## config.mk

```make
export PLATFORM = sky130hd
export DESIGN_NAME = zt_sram
export DESIGN_NICKNAME = d
export VERILOG_FILES = /design/src/rtl/zt_sram_pkg.sv /design/src/rtl/zt_cmd_front.sv /design/src/rtl/zt_cmd_pipe.sv /design/src/rtl/zt_word_array.sv /design/src/rtl/zt_sram.sv
export SDC_FILE = /design/constraint.sdc
export NUM_CORES = 2
export LEC_CHECK = 0
export BUFFER_PORTS_ARGS = -buffer_cell sky130_fd_sc_hd__buf_2
export CAP_MARGIN = 20
export CORE_MARGIN = 3
export CORE_UTILIZATION = 45
export DETAILED_ROUTE_END_ITERATION = 10
export PLACE_DENSITY = 0.67
export SYNTH_ARGS = -nofsm -noshare
export SYNTH_HDL_FRONTEND = slang
export SYNTH_SLANG_ARGS = --single-unit
```

## constraint.sdc

```tcl
create_clock -name clk -period 2.5 [get_ports clk]
set_input_delay 0.25 -clock clk [delete_from_list [all_inputs] [get_ports clk]]
set_output_delay 0.25 -clock clk [all_outputs]
set_load 0.02 [all_outputs]
```

## src/rtl/zt_sram_pkg.sv

```systemverilog
package zt_sram_pkg;

  localparam int BURST_BITS = 2;

  typedef enum logic {
    ORDER_INTERLEAVED = 1'b0,
    ORDER_LINEAR      = 1'b1
  } burst_order_e;

  // Low address bits of a burst beat, from the start offset and beat index.
  function automatic logic [BURST_BITS-1:0] burst_offset(
    input logic [BURST_BITS-1:0] start,
    input logic [BURST_BITS-1:0] beat,
    input burst_order_e          order
  );
    if (order == ORDER_LINEAR) return start + beat;
    return start ^ beat;
  endfunction

  function automatic logic chips_selected(input logic c1_n, input logic c2, input logic c3_n);
    return !c1_n && c2 && !c3_n;
  endfunction

endpackage

```

## src/rtl/zt_cmd_front.sv

```systemverilog
module zt_cmd_front
  import zt_sram_pkg::*;
#(
  parameter int           AW    = 6,
  parameter int           NB    = 4,
  parameter burst_order_e ORDER = ORDER_LINEAR
) (
  input  logic          clk,
  input  logic          rst_n,
  input  logic          en,
  input  logic          adv_ld_n,
  input  logic          rd,
  input  logic          sel,
  input  logic [AW-1:0] addr,
  input  logic [NB-1:0] bw_n,
  output logic          nxt_valid,
  output logic          nxt_read,
  output logic [AW-1:0] nxt_addr,
  output logic [NB-1:0] nxt_bmask,
  output logic          ev_load,
  output logic          ev_desel,
  output logic          ev_adv
);

  logic                  burst_on;
  logic                  burst_rd;
  logic [AW-1:0]         base;
  logic [BURST_BITS-1:0] beat;
  logic [BURST_BITS-1:0] beat_nx;

  assign ev_load  = !adv_ld_n && sel;
  assign ev_desel = !adv_ld_n && !sel;
  assign ev_adv   = adv_ld_n && burst_on;
  assign beat_nx  = beat + 1'b1;

  always_comb begin
    nxt_valid = 1'b0;
    nxt_read  = burst_rd;
    nxt_addr  = base;
    nxt_bmask = '0;
    if (ev_load) begin
      nxt_valid = 1'b1;
      nxt_read  = rd;
      nxt_addr  = addr;
      nxt_bmask = rd ? '0 : ~bw_n;
    end else if (ev_adv) begin
      nxt_valid = 1'b1;
      nxt_read  = burst_rd;
      nxt_addr  = {base[AW-1:BURST_BITS],
                   burst_offset(base[BURST_BITS-1:0], beat_nx, ORDER)};
      nxt_bmask = burst_rd ? '0 : ~bw_n;
    end
  end

  always_ff @(posedge clk or negedge rst_n) begin
    if (!rst_n) begin
      burst_on <= 1'b0;
      burst_rd <= 1'b0;
      base     <= '0;
      beat     <= '0;
    end else if (en) begin
      if (ev_load) begin
        burst_on <= 1'b1;
        burst_rd <= rd;
        base     <= addr;
        beat     <= '0;
      end else if (ev_desel) begin
        burst_on <= 1'b0;
      end else if (ev_adv) begin
        beat     <= beat_nx;
      end
    end
  end

endmodule

```

## src/rtl/zt_cmd_pipe.sv

```systemverilog
module zt_cmd_pipe #(
  parameter int AW  = 6,
  parameter int NB  = 4,
  parameter int LAT = 2
) (
  input  logic          clk,
  input  logic          rst_n,
  input  logic          en,
  input  logic          in_valid,
  input  logic          in_read,
  input  logic [AW-1:0] in_addr,
  input  logic [NB-1:0] in_bmask,
  output logic          head_valid,
  output logic          head_read,
  output logic [AW-1:0] head_addr,
  output logic [NB-1:0] head_bmask,
  output logic          tail_valid,
  output logic          tail_read,
  output logic [AW-1:0] tail_addr,
  output logic [NB-1:0] tail_bmask
);

  logic          v [LAT];
  logic          r [LAT];
  logic [AW-1:0] a [LAT];
  logic [NB-1:0] m [LAT];

  always_ff @(posedge clk or negedge rst_n) begin
    if (!rst_n) begin
      for (int i = 0; i < LAT; i++) begin
        v[i] <= 1'b0;
        r[i] <= 1'b0;
        a[i] <= '0;
        m[i] <= '0;
      end
    end else if (en) begin
      v[0] <= in_valid;
      r[0] <= in_read;
      a[0] <= in_addr;
      m[0] <= in_bmask;
      for (int i = 1; i < LAT; i++) begin
        v[i] <= v[i-1];
        r[i] <= r[i-1];
        a[i] <= a[i-1];
        m[i] <= m[i-1];
      end
    end
  end

  assign head_valid = v[0];
  assign head_read  = r[0];
  assign head_addr  = a[0];
  assign head_bmask = m[0];
  assign tail_valid = v[LAT-1];
  assign tail_read  = r[LAT-1];
  assign tail_addr  = a[LAT-1];
  assign tail_bmask = m[LAT-1];

endmodule

```

## src/rtl/zt_word_array.sv

```systemverilog
module zt_word_array #(
  parameter int AW = 6,
  parameter int NB = 4,
  parameter int BW = 9
) (
  input  logic             clk,
  input  logic             en,
  input  logic             wr,
  input  logic [AW-1:0]    waddr,
  input  logic [NB-1:0]    wmask,
  input  logic [NB*BW-1:0] wdata,
  input  logic             rd,
  input  logic [AW-1:0]    raddr,
  output logic [NB*BW-1:0] rdata
);

  localparam int DEPTH = 1 << AW;

  for (genvar g = 0; g < NB; g++) begin : g_lane
    logic [BW-1:0] cells [DEPTH];
    logic [BW-1:0] q;

    always_ff @(posedge clk) begin
      if (en && wr && wmask[g]) cells[waddr] <= wdata[g*BW +: BW];
      if (en && rd)             q <= cells[raddr];
    end

    assign rdata[g*BW +: BW] = q;
  end

endmodule

```

## src/rtl/zt_sram.sv

```systemverilog
module zt_sram
  import zt_sram_pkg::*;
#(
  parameter int           AW     = 6,
  parameter int           BYTE_W = 9,
  parameter int           NBYTES = 4,
  parameter burst_order_e ORDER  = ORDER_LINEAR
) (
  input  logic                     clk,
  input  logic                     rst_n,
  input  logic [AW-1:0]            addr_i,
  input  logic                     adv_ld_n_i,
  input  logic                     rd_i,
  input  logic                     cke_n_i,
  input  logic                     cs1_n_i,
  input  logic                     cs2_i,
  input  logic                     cs3_n_i,
  input  logic [NBYTES-1:0]        bw_n_i,
  input  logic [NBYTES*BYTE_W-1:0] wdata_i,
  input  logic                     oe_n_i,
  output logic [NBYTES*BYTE_W-1:0] rdata_o,
  output logic                     rdata_oe_o
);

  localparam int WORD_W = NBYTES * BYTE_W;
  localparam int LAT    = 2;

  logic              en;
  logic              sel;
  logic              nxt_valid, nxt_read;
  logic [AW-1:0]     nxt_addr;
  logic [NBYTES-1:0] nxt_bmask;
  logic              ev_load, ev_desel, ev_adv;
  logic              s1_valid, s1_read;
  logic [AW-1:0]     s1_addr;
  logic [NBYTES-1:0] s1_bmask;
  logic              s2_valid, s2_read;
  logic [AW-1:0]     s2_addr;
  logic [NBYTES-1:0] s2_bmask;
  logic              commit_wr, fetch_rd;
  logic              drv_q;
  logic [WORD_W-1:0] arr_rdata;

  assign en  = !cke_n_i;
  assign sel = chips_selected(cs1_n_i, cs2_i, cs3_n_i);

  zt_cmd_front #(.AW(AW), .NB(NBYTES), .ORDER(ORDER)) u_front (
    .clk(clk), .rst_n(rst_n), .en(en), .adv_ld_n(adv_ld_n_i), .rd(rd_i),
    .sel(sel), .addr(addr_i), .bw_n(bw_n_i),
    .nxt_valid(nxt_valid), .nxt_read(nxt_read), .nxt_addr(nxt_addr),
    .nxt_bmask(nxt_bmask), .ev_load(ev_load), .ev_desel(ev_desel), .ev_adv(ev_adv)
  );

  zt_cmd_pipe #(.AW(AW), .NB(NBYTES), .LAT(LAT)) u_pipe (
    .clk(clk), .rst_n(rst_n), .en(en),
    .in_valid(nxt_valid), .in_read(nxt_read), .in_addr(nxt_addr), .in_bmask(nxt_bmask),
    .head_valid(s1_valid), .head_read(s1_read), .head_addr(s1_addr), .head_bmask(s1_bmask),
    .tail_valid(s2_valid), .tail_read(s2_read), .tail_addr(s2_addr), .tail_bmask(s2_bmask)
  );

  assign commit_wr = s2_valid && !s2_read;
  assign fetch_rd  = s2_valid && s2_read;

  zt_word_array #(.AW(AW), .NB(NBYTES), .BW(BYTE_W)) u_array (
    .clk(clk), .en(en), .wr(commit_wr), .waddr(s2_addr), .wmask(s2_bmask),
    .wdata(wdata_i), .rd(fetch_rd), .raddr(s2_addr), .rdata(arr_rdata)
  );

  always_ff @(posedge clk or negedge rst_n) begin
    if (!rst_n)  drv_q <= 1'b0;
    else if (en) drv_q <= fetch_rd;
  end

  assign rdata_o    = arr_rdata;
  assign rdata_oe_o = drv_q && !oe_n_i;

endmodule

```

==> out/results.ini <==
[yosys]
ys_types = 72
synth_most_common_cell = edfxtp_1
async_reset_ff_share_pct = 1.432
postSynthCellCount = 5244
yosysWarnings = 0
synth_area_leaders = edfxtp_1 77%, a221oi_1 3.9%, a22oi_1 2.7%
syn_area_per_cell_sq_um = 17.35
syn-cell-area_sq_um = 90990
synth_flop_cell = edfxtp_1
synth_commonest_cells = 2,340 x edfxtp_1, 445 x nor2_1, 400 x a221oi_1
postSynthRegisterBits = 2374
yosysTopAreaCell = edfxtp_1
synth-edff-count = 2340
synth-seq-area-share_pct = 78.16
synth_top_area_share_pct = 77.23
syn-num-nets = 5300

[global_routing]
grt.total_usage_pct = 30.12
grt_max_degree = 65
grt_overflow = 0
grt_pass1_vias = 58155
grt_pass1_wl_mm = 445.3
antenna_found_initial = 15

[worst_setup_path]
endpoint_kind = flip-flop
r2r_setup_slack_ns = -0.47
critPathArrivalTime_ns = 3.59
path_class = flip-flop to flip-flop
worstPathMaxFanout = 5
required_ns = 3.12
reg2reg_to = u_array.g_lane[2].q[2]
r2r.worst_path.cells = 10
r2r-start = u_pipe.tail_addr[0]
critPathLaunchType = flip-flop

[sta]
setup_viol = 611
maxSlewHeadroom_pct = 27.28
hold_viol = 0
slew_violations = 0
max_freq_mhz = 336.6
min_period_over_period_pct = 118.8
tightest_slew_ns = 1.091
fin_ws_ns = -0.4706
rsz0062_at_grt = true
fin_skew_ns = 0.05863
fin_crit_ns = 2.971

[clocking]
clock_sinks = 2374
cts_max_level = 4
clkSlewWorstSetupHoldPaths_ns = 0.06
cts_tree = yes
cts-buffers-inserted = 226
root_buffer = clkbuf_16
cts_buffer_depth = 3
clock_latency_ns = 0.89

[worst_hold_path]
hp-start = wdata_i[9]
whs_endpoint = u_array.g_lane[1].cells[28][0]
worstHoldPathType = input pin to flip-flop
hold_depth = 1

[pwr]
p_leak_nw = 39.18
power_density_nw_per_um2 = 894.7
finalPower_mw = 106.3
peakVddDrop_v = 0.0008506

[detailed_routing]
drc = 0
via_count = 60937
drt_iter0_drc = 10383
via_per_inst = 6.554
drtAntennaViolNets = 0
drt_wl_total_mm = 326.0
firstDrtPassIters = 8
post_drt_wl_per_cell_microns = 35.06

[flow_run]
drv_cap = 0

[floorplanning]
die_area_sq_um = 207600
rows = 164
dieHeight_microns = 455.7
initial_core_util_pct = 45.38
die_w_microns = 455.7
core_area_sq_um = 200500
pin_count = 92

[cells_and_area]
final_nets = 6492
filler_cell_count = 14151
drive_gt1_share_pct = 35.72
area_growth_pct = 30.58

[placed_design]
dp_hpwl_mm = 207.5
io_buffers = 91
dpl_worst_slack_ns = -0.7817
globalplace.congestion = 0.9815

[run_status]
run_status = complete, but fails checks
violations = setup timing

## cells in the final DEF (no fill, tap or decap), types with 48 or more instances in the layout
master,instances
a21oi_1,114
a221oi_1,240
a221oi_2,142
a22o_1,49
a22oi_1,285
buf_12,328
buf_2,91
buf_4,748
buf_6,76
clkbuf_16,245
clkinv_1,51
clkinv_2,49
dlygate4sd3_1,53
edfxtp_1,2340
mux2_1,54
mux2_2,48
mux2i_1,112
mux4_2,92
nand2_1,124
nor2_1,280
nor2_2,131
o21ai_0,60
o21ai_1,87
o22ai_1,77
## critical path, stage by stage (launching register included)
cell and delay, ns:
dfrtp_4 0.53, buf_8 0.16, and2b_4 0.22, buf_12 0.14
buf_8 0.12, a22oi_2 0.17, o22ai_2 0.13, nor4_4 0.39
buf_4 0.19, o311ai_4 0.11, or4_1 0.53
## routing by layer
layer,part of all wire [%],vias to the layer above,global-route usage (%)
met2,45,5177,45.85
met1,35,30672,40.04
met4,6.0,8,14.98
met3,14,945,8.312
met5,0.033,-,0
li1,-,24135,-
## per-stage QoR
stage	cell area [sq um]	std cells	hold WS (ns)	setup TNS, ns	utilization (%)
floorplan	91350	5244	-0.04559	-41.52	-
global placement	105100	8635	0.3722	-121.26	52.44
detailed placement	105100	8635	0.3830	-138.77	52.44
CTS	116100	9202	0.0006000	-25.93	57.90
global route	118800	9291	0.03428	-53.76	59.26
finish	118800	9298	0.03319	-52.22	59.26
## cell families (layout without fill, tap and decap cells)
family                     count (synthesis)  in the layout  share of synthesized area, %
adders and majority gates                  1              1                       0.01375
muxes                                    322            322                         4.966
xor gates and xnor gates                   3              3                       0.02888
buffers and inverters                    410           1796                         2.043
and+or+nand+nor                          759            761                         3.559
AOI/OAI and AO/OA                       1375           1375                         11.23
other                                      0             10                             0
DFF                                     2374           2374                         78.16
## report_power, final
group	internal (mW)	switching (mW)
combinational	11.8	16.0
sequential	43.9	0.182
clock	19.1	15.2
total	74.8	31.5
## worst max path at each step
| stage | slack, ns | to | start |
|---|---|---|---|
| 2_1_floorplan | -0.11 | u_array.g_lane[0].cells[52][0] | u_pipe.tail_addr[0] |
| 3_3_place_gp | -0.72 | u_array.g_lane[0].q[6] | u_pipe.tail_addr[0] |
| 3_5_place_dp | -0.78 | u_array.g_lane[0].q[6] | u_pipe.tail_addr[0] |
| 4_1_cts | -0.38 | u_array.g_lane[2].q[2] | u_pipe.tail_addr[0] |
| 5_1_grt | -0.48 | u_array.g_lane[0].q[0] | u_pipe.tail_addr[0] |
| 6_report | -0.47 | u_array.g_lane[2].q[2] | u_pipe.tail_addr[0] |
## sequential cells by signal, indices dropped and copies added (netlist names)
| name | flops |
|---|---|
| drv_q | 1 |
| u_array.g_lane.cells | 2304 |
| u_array.g_lane.q | 36 |
| u_front.base | 6 |
| u_front.beat | 2 |
| u_front.burst_on | 1 |
| u_pipe.head_addr | 6 |
| u_pipe.head_bmask | 4 |
| u_pipe.head_read | 1 |
| u_pipe.head_valid | 1 |
| u_pipe.tail_addr | 6 |
| u_pipe.tail_bmask | 4 |
| u_pipe.tail_read | 1 |
| u_pipe.tail_valid | 1 |
## area by class of cell
class | instances | area [sq um] | share of cell area, %
flip-flops and latches | 2374 | 71130 | 59.87
multi-input cells | 2462 | 21170 | 17.82
repair buffers | 1368 | 15750 | 13.25
clock buffers | 274 | 5931 | 4.992
well taps | 2656 | 3323 | 2.797
clock inverters | 150 | 1445 | 1.216
inverters | 4 | 35.03 | 0.02949
diodes | 10 | 25.02 | 0.02106
## timing repair
action	in CTS	in global routing
endpoints found under the hold margin	821	0
pin swaps	102	144
endpoints found under the setup margin	1112	1106
hold buffers	54	0
resized for setup	386	373
setup buffers	67	78
gates cloned	25	18
Power figures use the tool's default switching activity.
